<file path="src/rtl/i2c_am_pkg.sv">
package i2c_am_pkg;
  localparam int BYTE_W = 8;
  localparam int TEN_W  = 10;
  localparam int SEV_W  = 7;
  localparam int REG_W  = 16;
  localparam int RA_W   = 2;
  localparam int HI_W   = TEN_W - BYTE_W;
  localparam int HDR_W  = BYTE_W - HI_W - 1;
  localparam logic [HDR_W-1:0] HDR_TEN = 5'b11110;
  localparam logic [RA_W-1:0] RA_CTRL = 2'd0;
  localparam logic [RA_W-1:0] RA_TEN  = 2'd1;
  localparam logic [RA_W-1:0] RA_SEV  = 2'd2;
  localparam int BIT_TEN_EN = REG_W - 1;
  localparam int BIT_LEN    = REG_W - 2;

  typedef struct packed {
    logic             ten_en;
    logic [TEN_W-1:0] mask;
    logic [TEN_W-1:0] addr10;
    logic             sev_en;
    logic [SEV_W-1:0] addr7;
  } am_cfg_t;
endpackage

</file>
<file path="src/rtl/am_regs.sv">
module am_regs
  import i2c_am_pkg::*;
(
  input  logic             clk,
  input  logic             rst_n,
  input  logic             enable,
  input  logic             reg_wr,
  input  logic [RA_W-1:0]  reg_addr,
  input  logic [REG_W-1:0] reg_wdata,
  input  logic             wb_en,
  input  logic [TEN_W-1:0] wb_addr,
  input  logic             len_flag,
  output logic [REG_W-1:0] reg_rdata,
  output am_cfg_t          cfg
);
  logic sw_wr;
  assign sw_wr = reg_wr && !enable;

  wire unused_wbits = ^{reg_wdata[BIT_LEN:TEN_W]};

  always_ff @(posedge clk or negedge rst_n) begin
    if (!rst_n) begin
      cfg.ten_en <= 1'b0;
      cfg.mask   <= '1;
      cfg.addr10 <= '0;
      cfg.sev_en <= 1'b0;
      cfg.addr7  <= '0;
    end else if (sw_wr) begin
      case (reg_addr)
        RA_CTRL: begin
          cfg.ten_en <= reg_wdata[BIT_TEN_EN];
          cfg.mask   <= reg_wdata[TEN_W-1:0];
        end
        RA_TEN: cfg.addr10 <= reg_wdata[TEN_W-1:0];
        RA_SEV: begin
          cfg.sev_en <= reg_wdata[SEV_W];
          cfg.addr7  <= reg_wdata[SEV_W-1:0];
        end
        default: ;
      endcase
    end else if (wb_en) begin
      cfg.addr10 <= wb_addr;
    end
  end

  always_comb begin
    reg_rdata = '0;
    case (reg_addr)
      RA_CTRL: begin
        reg_rdata[BIT_TEN_EN]     = cfg.ten_en;
        reg_rdata[BIT_LEN]        = len_flag;
        reg_rdata[BIT_LEN-1:TEN_W] = '1;
        reg_rdata[TEN_W-1:0]      = cfg.mask;
      end
      RA_TEN: reg_rdata[TEN_W-1:0] = cfg.addr10;
      RA_SEV: reg_rdata[SEV_W:0]   = {cfg.sev_en, cfg.addr7};
      default: ;
    endcase
  end

  // configuration is frozen while the interface runs
  assert_locked_cfg_R3: assert property (@(posedge clk) disable iff (!rst_n)
    (enable && reg_wr) |=> ($stable(cfg.mask) && $stable(cfg.ten_en) &&
                            $stable(cfg.sev_en) && $stable(cfg.addr7)));
  // write-back happens only on a live interface
  assert_wb_only_enabled_R7: assert property (@(posedge clk) disable iff (!rst_n)
    wb_en |-> enable);
endmodule

</file>
<file path="src/rtl/am_compare.sv">
module am_compare
  import i2c_am_pkg::*;
(
  input  am_cfg_t           cfg,
  input  logic [BYTE_W-1:0] rx,
  input  logic [HI_W-1:0]   held_hi,
  output logic              sev_hit,
  output logic              hdr_w_hit,
  output logic              hdr_r_hit,
  output logic              full_hit
);
  logic              is_hdr;
  logic [HI_W-1:0]   rx_hi;
  logic [TEN_W-1:0]  diff_full;
  logic [HI_W-1:0]   diff_hi;

  assign is_hdr = cfg.ten_en && (rx[BYTE_W-1 -: HDR_W] == HDR_TEN);
  assign rx_hi  = rx[HI_W:1];
  assign sev_hit = cfg.sev_en && (rx[BYTE_W-1:1] == cfg.addr7);

  assign diff_hi   = (rx_hi ^ cfg.addr10[TEN_W-1 -: HI_W]) & cfg.mask[TEN_W-1 -: HI_W];
  assign diff_full = ({held_hi, rx} ^ cfg.addr10) & cfg.mask;

  assign hdr_w_hit = is_hdr && !rx[0] && (diff_hi == '0);
  assign hdr_r_hit = is_hdr &&  rx[0] && (rx_hi == cfg.addr10[TEN_W-1 -: HI_W]);
  assign full_hit  = cfg.ten_en && (diff_full == '0);
endmodule

</file>
<file path="src/rtl/am_seq.sv">
module am_seq
  import i2c_am_pkg::*;
(
  input  logic              clk,
  input  logic              rst_n,
  input  logic              enable,
  input  logic              in_valid,
  output logic              in_ready,
  input  logic [BYTE_W-1:0] in_byte,
  input  logic              in_first,
  input  logic              stop_evt,
  output logic              dec_valid,
  input  logic              dec_ready,
  output logic              dec_ack,
  output logic              addressed,
  output logic              len_flag,
  input  logic              sev_hit,
  input  logic              hdr_w_hit,
  input  logic              hdr_r_hit,
  input  logic              full_hit,
  output logic [HI_W-1:0]   held_hi,
  output logic              wb_en,
  output logic [TEN_W-1:0]  wb_addr
);
  logic pend;
  logic take;

  assign in_ready = !dec_valid || dec_ready;
  assign take     = in_valid && in_ready && enable && !stop_evt;
  assign wb_en    = take && !in_first && pend && full_hit;
  assign wb_addr  = {held_hi, in_byte};

  always_ff @(posedge clk or negedge rst_n) begin
    if (!rst_n) begin
      pend      <= 1'b0;
      held_hi   <= '0;
      addressed <= 1'b0;
      len_flag  <= 1'b0;
      dec_valid <= 1'b0;
      dec_ack   <= 1'b0;
    end else begin
      if (dec_valid && dec_ready) dec_valid <= 1'b0;
      if (!enable) begin
        pend      <= 1'b0;
        addressed <= 1'b0;
        len_flag  <= 1'b0;
      end else if (stop_evt) begin
        pend      <= 1'b0;
        addressed <= 1'b0;
      end else if (take) begin
        if (in_first) begin
          pend      <= 1'b0;
          dec_valid <= 1'b1;
          if (sev_hit) begin
            dec_ack   <= 1'b1;
            addressed <= 1'b1;
            len_flag  <= 1'b0;
          end else if (hdr_r_hit && addressed && len_flag) begin
            dec_ack   <= 1'b1;
          end else if (hdr_w_hit) begin
            dec_ack   <= 1'b1;
            pend      <= 1'b1;
            held_hi   <= in_byte[HI_W:1];
            addressed <= 1'b0;
          end else begin
            dec_ack   <= 1'b0;
            addressed <= 1'b0;
          end
        end else if (pend) begin
          pend      <= 1'b0;
          dec_valid <= 1'b1;
          dec_ack   <= full_hit;
          addressed <= full_hit;
          if (full_hit) len_flag <= 1'b1;
        end
      end
    end
  end

  // disabling clears the length flag
  assert_len_cleared_R9: assert property (@(posedge clk) disable iff (!rst_n)
    !enable |=> !len_flag);
  // STOP drops the addressed state
  assert_stop_clears_R9: assert property (@(posedge clk) disable iff (!rst_n)
    (stop_evt && enable) |=> !addressed);
  // a pending decision holds under back-pressure
  assert_dec_hold_R10: assert property (@(posedge clk) disable iff (!rst_n)
    (dec_valid && !dec_ready) |=> (dec_valid && $stable(dec_ack)));
  // becoming addressed coincides with an acknowledge
  assert_addr_on_ack_R4: assert property (@(posedge clk) disable iff (!rst_n)
    $rose(addressed) |-> (dec_valid && dec_ack));
endmodule

</file>
<file path="src/rtl/i2c_addr_match.sv">
module i2c_addr_match
  import i2c_am_pkg::*;
(
  input  logic              clk,
  input  logic              rst_n,
  input  logic              enable,
  input  logic              in_valid,
  output logic              in_ready,
  input  logic [BYTE_W-1:0] in_byte,
  input  logic              in_first,
  input  logic              stop_evt,
  output logic              dec_valid,
  input  logic              dec_ready,
  output logic              dec_ack,
  output logic              addressed,
  output logic              len_flag,
  input  logic              reg_wr,
  input  logic [RA_W-1:0]   reg_addr,
  input  logic [REG_W-1:0]  reg_wdata,
  output logic [REG_W-1:0]  reg_rdata
);
  am_cfg_t          cfg;
  logic             sev_hit, hdr_w_hit, hdr_r_hit, full_hit;
  logic [HI_W-1:0]  held_hi;
  logic             wb_en;
  logic [TEN_W-1:0] wb_addr;

  am_regs u_regs (
    .clk(clk), .rst_n(rst_n), .enable(enable), .reg_wr(reg_wr),
    .reg_addr(reg_addr), .reg_wdata(reg_wdata), .wb_en(wb_en),
    .wb_addr(wb_addr), .len_flag(len_flag), .reg_rdata(reg_rdata), .cfg(cfg)
  );

  am_compare u_cmp (
    .cfg(cfg), .rx(in_byte), .held_hi(held_hi), .sev_hit(sev_hit),
    .hdr_w_hit(hdr_w_hit), .hdr_r_hit(hdr_r_hit), .full_hit(full_hit)
  );

  am_seq u_seq (
    .clk(clk), .rst_n(rst_n), .enable(enable), .in_valid(in_valid),
    .in_ready(in_ready), .in_byte(in_byte), .in_first(in_first),
    .stop_evt(stop_evt), .dec_valid(dec_valid), .dec_ready(dec_ready),
    .dec_ack(dec_ack), .addressed(addressed), .len_flag(len_flag),
    .sev_hit(sev_hit), .hdr_w_hit(hdr_w_hit), .hdr_r_hit(hdr_r_hit),
    .full_hit(full_hit), .held_hi(held_hi), .wb_en(wb_en), .wb_addr(wb_addr)
  );
endmodule

</file>
<file path="config.mk">
export PLATFORM = sky130hd
export DESIGN_NAME = i2c_addr_match
export DESIGN_NICKNAME = d
export VERILOG_FILES = /design/src/rtl/i2c_am_pkg.sv /design/src/rtl/am_regs.sv /design/src/rtl/am_compare.sv /design/src/rtl/am_seq.sv /design/src/rtl/i2c_addr_match.sv
export SDC_FILE = /design/constraint.sdc
export NUM_CORES = 1
export LEC_CHECK = 0
export ABC_AREA = 1
export BUFFER_PORTS_ARGS = -buffer_cell sky130_fd_sc_hd__buf_2
export CORE_MARGIN = 1.5
export CORE_UTILIZATION = 55
export DETAILED_ROUTE_END_ITERATION = 12
export PLACE_DENSITY_LB_ADDON = 0.3
export REMOVE_ABC_BUFFERS = 1
export SETUP_SLACK_MARGIN = 0.15
export SYNTH_ARGS = -nofsm -noshare
export SYNTH_HDL_FRONTEND = slang
export SYNTH_SLANG_ARGS = --single-unit
</file>
<file path="constraint.sdc">
create_clock -name clk -period 2.06 [get_ports clk]
set_input_delay 0.206 -clock clk [delete_from_list [all_inputs] [get_ports clk]]
set_output_delay 0.206 -clock clk [all_outputs]
set_load 0.1 [all_outputs]
</file>
Yosys cells after proc, flatten, opt, wreduce, memory -nomap -nowiden. Cells that the tools add are included.

Equal/unequal tests: 14. Reduce and logical (&&, ||, !) cells: 35. Muxes and demuxes: 36. Bitwise operators: 7.

Operator list (count): 2-to-1 mux 1 bit (30); 2-to-1 mux 10 bit (3); case mux 8 bit (3 select lines) (1); logical AND 1 bit (17); bitwise AND 10 bit (1); logical NOT 10 bit (1); XOR 10 bit (1); inequality test 3 x 1 -> 1 bit (second input constant) (3); equality test 7 bit (1); AND reduction 7 bit (1); 2-to-1 mux 6 bit (1); AND reduction 2 bit (3); equality test 5 bit (second input constant) (1); logical NOT 1 bit (5); inequality test 5 bit (second input constant) (1); AND reduction 5 bit (1); logical NOT 2 bit (2); inequality test 2 bit (second input constant) (2); inequality test 4 x 1 -> 1 bit (second input constant) (1); case mux 2 bit (2 select lines) (1); AND reduction 4 bit (1); nonzero test 2 bit (2); inequality test 3 x 2 -> 1 bit (second input constant) (1); inverter 1 bit (3); 8 further kinds (8).

Input port bits: 34. Word-level logic and storage cells: 103. Output and inout port bits: 21. Register bits after elaboration: 36.

Depth between registers and ports, before layout. Gate-level depths: netlist (run 1).

Depth after elaboration: 12. Gate-level depth with buffers: 12.

Modules after synthesis. Synthesis (run 1) repeated with hierarchy kept, for this count alone.

Cell total of the unflattened synthesis: 372. Area, all modules: 2507.4 um^2.

Modules (own cells, without submodules): am_regs (area an instance 1584.0 um^2, instances 1, cells an instance 207); am_seq (area an instance 519.2 um^2, instances 1, cells an instance 76); am_compare (area an instance 404.1 um^2, instances 1, cells an instance 89).

Worst setup path before layout (run 1). Ideal clock, no wire load.

Kind: input -> output. Start: input reg_addr[0]. End: output reg_rdata[8]. Path buffers: 0. Setup slack: -0.855 ns. Arrival: 2.709 ns. Cell stages on the path: 4. Data required time: 1.854 ns. Path through: inv_1 > nor2_1 > clkinv_1 > o21ai_0.

Word-level cells in the longest chain between the ends: 2. Elaborated cells between the ends (all ways): 3. Classes of those cells: eq/ne (1); mux (1); reduce/logical (1).

RTL lines: from (decl) (RTL line i2c_addr_match.sv:18) `input logic [RA_W-1:0] reg_addr,`; equality test 2 x 1 -> 1 bit or logical NOT 2 bit (tied branches) (RTL line am_regs.sv:48) `case (reg_addr)`; case mux 2 bit (2 select lines) (*) (RTL line am_regs.sv:48); to (decl) (RTL line i2c_addr_match.sv:20) `output logic [REG_W-1:0] reg_rdata`.

Mark *: on every way between the ends. The rest lies on a longest branch, timed or not.

Worst setup path after layout (run 1). Ends and elaborated chain as after synthesis.

==> results of run 1 <==
[power breakdown]
part           total, W  internal, W  switching, W
sequential     0.000956     0.000858     0.0000976
combinational   0.00104     0.000335      0.000710
clock          0.000882     0.000606      0.000277
[cells by family after synthesis]
| group | after synthesis |
|---|---|
| flops | 36 |
| buf+inv | 66 |
| simple gates | 182 |
| compound gates | 50 |
| mux | 2 |
[stage by stage]
stage,hold WS [ns],worst slack [ns],area (um2),TNS [ns]
3_3_place_gp,0.3359,0.4039,2808,0
6_report,-0.004883,0.3035,2967,0
3_5_place_dp,0.3443,0.3358,2808,0
4_1_cts,0.02316,0.3311,2967,0
2_1_floorplan,-0.08959,-5.835,2222,-145.07
5_1_grt,0.07154,0.2041,2967,0
[sequential cells by signal, summed over array words and instances, names as in the netlist]
register,cells
u_seq.addressed,1
u_seq.pend,1
u_regs.cfg,29
u_seq.dec_ack,1
u_seq.held_hi,2
u_seq.len_flag,1
u_seq.dec_valid,1
[routing by layer]
metal  vias to the layer above  routed length [um]  share of wire, %  track usage (%)
met3                        17                 566               9.3            6.333
met4                         0                 181               3.0            15.05
met2                       137                2867                47            45.34
met1                      1078                2500                41            36.67
li1                       1166                   -                 -                -
met5                         -                   0                 0                0
[worst max-delay path, stage by stage]
cell	delay (ns)
buf_2	0.10
inv_1	0.06
nor2_1	0.12
clkinv_1	0.34
o21ai_0	0.48
buf_12	0.23
[Yosys cell counts]
library cell | instances | area, um2
a21oi_1 | 3 | 15.01
buf_2 | 4 | 20.02
buf_4 | 3 | 22.52
buf_6 | 2 | 22.52
clkbuf_1 | 2 | 7.510
clkinv_1 | 1 | 3.750
dfrtp_1 | 26 | 650.6
dfstp_2 | 10 | 262.8
inv_1 | 46 | 172.7
inv_2 | 8 | 30.03
mux2_2 | 2 | 22.52
nand2_1 | 128 | 480.5
nand2_2 | 2 | 12.51
nand3_1 | 25 | 125.1
nand4_1 | 5 | 31.28
nor2_1 | 16 | 60.06
nor2_2 | 3 | 18.77
nor2_4 | 1 | 11.26
nor3_2 | 1 | 10.01
nor3b_2 | 1 | 12.51
o21ai_0 | 28 | 140.1
o21ai_1 | 1 | 5.000
o21ai_2 | 10 | 87.58
o221ai_1 | 8 | 70.07
[area by class of cell]
| class | count | area (um2) | area share [%] |
|---|---|---|---|
| repair buffers | 54 | 523.0 | 17.63 |
| well taps | 50 | 62.56 | 2.109 |
| clock inverters | 3 | 90.09 | 3.037 |
| clock buffers | 5 | 68.82 | 2.320 |
| flip-flops and latches | 36 | 913.4 | 30.79 |
| inverters | 55 | 206.4 | 6.959 |
| multi-input cells | 234 | 1102 | 37.16 |
[layout by cell type, fill, tap and decap left out, drive strengths merged, types with 2 or more instances in the layout]
master  instances
a21oi           3
buf            54
bufinv          3
clkbuf          5
dfrtp          26
dfstp          10
inv            54
mux2            2
nand2         130
nand3          25
nand4           5
nor2           20
o21ai          39
o221ai          8
[worst max path at each step]
stage	startpoint	endpoint	slack [ns]
after floorplan	reg_addr[0]	u_regs.cfg[26]	-5.83
after global placement	reg_addr[0]	reg_rdata[2]	0.40
after detailed placement	reg_addr[0]	reg_rdata[8]	0.34
after CTS	reg_addr[0]	reg_rdata[8]	0.33
after global routing	u_regs.cfg[12]	u_regs.cfg[17]	0.20
final	reg_addr[0]	reg_rdata[8]	0.30
==> results_dict.tcl, run 1 <==
set metrics [dict create \
    outcome "finished, violations left" \
    failing_checks "negative hold slack" \
    dieWidth_um 67.59 \
    grt_total_ovfl 0 \
    synth-seq-cells 36 \
    rr_startpoint "u_regs.cfg[10]" \
    grt_util_all_layers_pct 28.73 \
    synth_area_in_compound_gates_pct 13.85 \
    synth.avg_cell_area_um2 6.829 \
    muxShareOfSynthArea_pct 0.9815 \
    p_leak_nw 1.540 \
    worst_skew_pair.late_latency_ns 0.30 \
    max-cap-violations 0 \
    cts_resized 0 \
    drt-total-wl_um 6115 \
    synth_top_family_by_area "simple AND/OR/NAND/NOR gates" \
    detail_route.wl_per_cell_um 13.99 \
    clockRootBuffer "clkbuf_8" \
    via_count_of_the_first_global_routing_pass 2171 \
    worst-path-max-fanout 10 \
    highest_ir_drop_seen_on_vdd_mv 0.5177 \
    clk_pin_slew_ns 0.08 \
    critPathCaptureType "output port" \
    final_layout_size_suffix_gt1_share_pct 25.84 \
    slew_violations 0 \
    synth.cell_area_um2 2295 \
    num-fill-cells 303 \
    power_density_nw_per_um2 971.8 \
    largest_net_degree_at_the_start_of_global_routing 37 \
    drt_first_pass_iters 5 \
    cts-root-to-sink-buffers 2 \
    floorplan.core_area_um2 4000 \
    ant_nets 0 \
    ff2ff_setup_slack_ns 0.33 \
    synth-warning-count 0 \
    cts_setup_buffers 0 \
    final_cells 437 \
    worst_ep_arrival_time_ns 1.55 \
    max_freq_mhz 569.3 \
    hold_viol 4 \
    hold_buffers 0 \
    synth-xor-area-share_pct 0 \
    gp_congestion 0.9582 \
    grt_antenna_before_repair 0 \
    drc 0 \
    worstSetupPathType "in -> out" \
    timing.hold.ws_ns -0.004883 \
    post_synth_adder_cell_area_pct 0 \
    critPathLaunchType "input port" \
    area_delta_synth_final_pct 29.28 \
    cts.sinks 36 \
    skew_ns 0.007937 \
    relSlewSlack_pct 45.52 \
    layout_worst_path_cycle_share_pct 85.27 \
    num_antenna_cells 0 \
    max_slew.worst_pin.slew_ns 0.8172 \
    initial_utilization_pct 57.37 \
    cell_count_of_the_worst_reg_to_reg_path 9 \
    synth.lib_cells_used.distinct 24 \
    first_iter_violations 242 \
    nNetsFinal 420 \
    cts_tree "yes" \
    regToRegEndpoint "u_regs.cfg[8]" \
    numCtsBuffers 5 \
    io_buffer_count 49 \
    via_per_inst 5.487 \
    vias 2398 \
    place_inst 429 \
    timing.critical_path.required_ns 1.85 \
    post_layout_min_period_ns 1.757 \
    hp-class "in -> async" \
    design.die.area_um2 4568 \
    report.power.total_w 0.002883 \
    syn_inst_count 336 \
    place.detailed.hpwl_um 4423 \
    seq_area_frac_synth_pct 39.80 \
    final_core_util_pct 74.16 \
    fp_rows 23 \
    global_route_wire_length_before_repair_um 9680 \
    setup_violations 0 \
    die_height_um 67.59 \
    io_pins 55 \
    yosys.area_share.simple_pct 33.21 \
    cts_htree_levels 2 \
    rsz0062_at_grt "false" \
]
(Power assumes the default switching activity.)
==> run 2: changes to the inputs <==
--- a/config.mk
+++ b/config.mk
@@ -10,4 +10,5 @@
 export CORE_MARGIN = 1.5
 export CORE_UTILIZATION = 55
+export CTS_BUF_LIST = sky130_fd_sc_hd__clkbuf_8
 export DETAILED_ROUTE_END_ITERATION = 12
 export PLACE_DENSITY_LB_ADDON = 0.3
==> constraint.sdc (replaced) <==
create_clock -name clk -period 2.06 [get_ports clk]
set_input_delay 0.309 -clock clk [delete_from_list [all_inputs] [get_ports clk]]
set_output_delay 0.309 -clock clk [all_outputs]
set_load 0.1 [all_outputs]
==> results_dict.tcl, run 2 (same netlist as run 1, synthesis figures left out) <==
set metrics [dict create \
    hold_viol 0 \
    max-cap-violations 0 \
    largest-register "u_regs.cfg" \
    drt-total-wl_um 6016 \
    max_slew.worst_pin.slew_ns 0.8126 \
    regToRegEndpoint "u_regs.cfg[17]" \
    first_iter_violations 228 \
    skew_ns 0.01022 \
    p_int_w 0.001459 \
    cts_htree_levels 2 \
    worst-path-max-fanout 20 \
    via_per_inst 5.404 \
    timing.critical_path.required_ns 2.28 \
    critPathCaptureType "flop" \
    grt_antenna_before_repair 0 \
    clock_power_share_pct 21.3 \
    cts_setup_buffers 0 \
    worst_ep_arrival_time_ns 1.98 \
    fp_rows 23 \
    hp-class "in -> async" \
    reg.largest.list "u_regs.cfg (29), u_seq.held_hi (2)" \
    worst_skew_pair.late_latency_ns 0.30 \
    gp_congestion 0.9220 \
    initial_utilization_pct 57.37 \
    via_count_of_the_first_global_routing_pass 2215 \
    comb_power_share_pct 41.0 \
    worst_setup_path_startpoint "u_regs.cfg[17]" \
    die_height_um 67.59 \
    cts_tree "yes" \
    p_leak_nw 1.509 \
    clockRootBuffer "clkbuf_8" \
    clk_pin_slew_ns 0.08 \
    nNetsFinal 419 \
    setup.worst_path.end "u_regs.cfg[17]" \
    fraction_of_power_consumed_by_sequential_logic_pct 37.7 \
    detail_route.wl_per_cell_um 13.80 \
    setup_violations 0 \
    final_layout_size_suffix_gt1_share_pct 25.91 \
    largest_net_degree_at_the_start_of_global_routing 37 \
    layout_commonest_cell "nand2_1" \
    total_neg_setup_slack_ns 0 \
    timing.hold.ws_ns 0.09703 \
    num_antenna_cells 0 \
    max_freq_mhz 571.2 \
    outcome "complete, no violations" \
    dieWidth_um 67.59 \
    io_pins 55 \
    largest_register_ffs 29 \
    cts.sinks 36 \
    place.detailed.hpwl_um 4355 \
    drc 0 \
    power_density_nw_per_um2 876.4 \
    cell_count_of_the_worst_reg_to_reg_path 9 \
    io_buffer_count 49 \
    critPathLaunchType "flop" \
    worstSetupPathType "reg -> reg" \
    ff2ff_setup_slack_ns 0.31 \
    slew_violations 0 \
    report.power.total_w 0.002535 \
    post_layout_min_period_ns 1.751 \
    rsz0062_at_grt "false" \
    numCtsBuffers 5 \
    cts-root-to-sink-buffers 2 \
    power.switching_w 0.001076 \
    place_worst_setup_slack_ns 0.2145 \
    floorplan.core_area_um2 4000 \
    highest_ir_drop_seen_on_vdd_mv 0.6382 \
    ant_nets 0 \
    hold_buffers 0 \
    vias 2356 \
    design.die.area_um2 4568 \
    most-common-layout-cells "nand2_1 (128), inv_1 (46), buf_2 (33)" \
    grt_total_ovfl 0 \
    area_delta_synth_final_pct 26.06 \
    setup_ws_ns 0.3092 \
    relSlewSlack_pct 45.83 \
    drt_first_pass_iters 5 \
    grt_util_all_layers_pct 29.48 \
    rr_startpoint "u_regs.cfg[17]" \
    layout_worst_path_cycle_share_pct 84.99 \
    global_route_wire_length_before_repair_um 9915 \
    power.share.switching_pct 42.46 \
]
## run 2: cell count changes in the layout (fill, tap and decap cells not counted)
cell       before  now
inv_2           8    9
clkinv_2        0    2
bufinv_16       3    0
clkbuf_8        5    6
buf_4           5    4
clkinv_1        1    0
## run 2: cell type report
cell class                      count  area (um2)
Fill cell                         347        1107
Multi-Input combinational cell    234        1102
Sequential cell                    36       913.4
Timing Repair Buffer               53       515.5
Inverter                           55       206.4
Clock buffer                        6       82.58
Tap cell                           50       62.56
Clock inverter                      2       10.01
## run 2: worst min-delay path by stage
stage           from  slack [ns]             end
6_report       rst_n         0.1  u_seq.len_flag
3_3_place_gp   rst_n        0.44   u_regs.cfg[7]
2_1_floorplan  rst_n        0.01   u_regs.cfg[0]
3_5_place_dp   rst_n        0.45   u_regs.cfg[7]
5_1_grt        rst_n        0.18  u_seq.len_flag
4_1_cts        rst_n        0.13  u_seq.len_flag
## run 2: worst max-delay path, stage by stage (launching register included)
cell	delay (ns)
dfrtp_1	0.42
inv_2	0.10
nand2_1	0.06
nand3_1	0.10
nand2_1	0.08
nor2_2	0.12
nand4_1	0.11
nand2_2	0.43
nand2_1	0.16
o21ai_2	0.09
## run 2: power groups by stage
| stage | sequential, W | combinational, W | clock, W |
|---|---|---|---|
| floorplan | 0.00101 | 0.000653 | 0 |
| global placement | 0.000958 | 0.00102 | 0 |
| detailed placement | 0.000964 | 0.00103 | 0 |
| CTS | 0.000952 | 0.00104 | 0.000542 |
| global route | 0.000971 | 0.00112 | 0.000574 |
| finish | 0.000955 | 0.00104 | 0.000541 |
## run 2: per-stage QoR
| step | util [%] | instance area (um2) | cells |
|---|---|---|---|
| 3_3_place_gp | 70.00 | 2800 | 428 |
| 6_report | 72.32 | 2893 | 436 |
| 2_1_floorplan | - | 2222 | 325 |
| 4_1_cts | 72.32 | 2893 | 436 |
| 3_5_place_dp | 70.00 | 2800 | 428 |
| 5_1_grt | 72.32 | 2893 | 436 |
## run 2: what timing repair did
action,CTS,global route
gates resized for setup,0,1
hold endpoints to repair,0,0
setup endpoints to repair,0,9
## run 2: layer usage
layer,share of wire [%],track usage [%],vias up
met3,8.4,6.500,10
li1,-,-,1157
met5,0,0,-
met1,43,39.64,1065
met4,1.8,12.76,0
met2,47,45.59,124
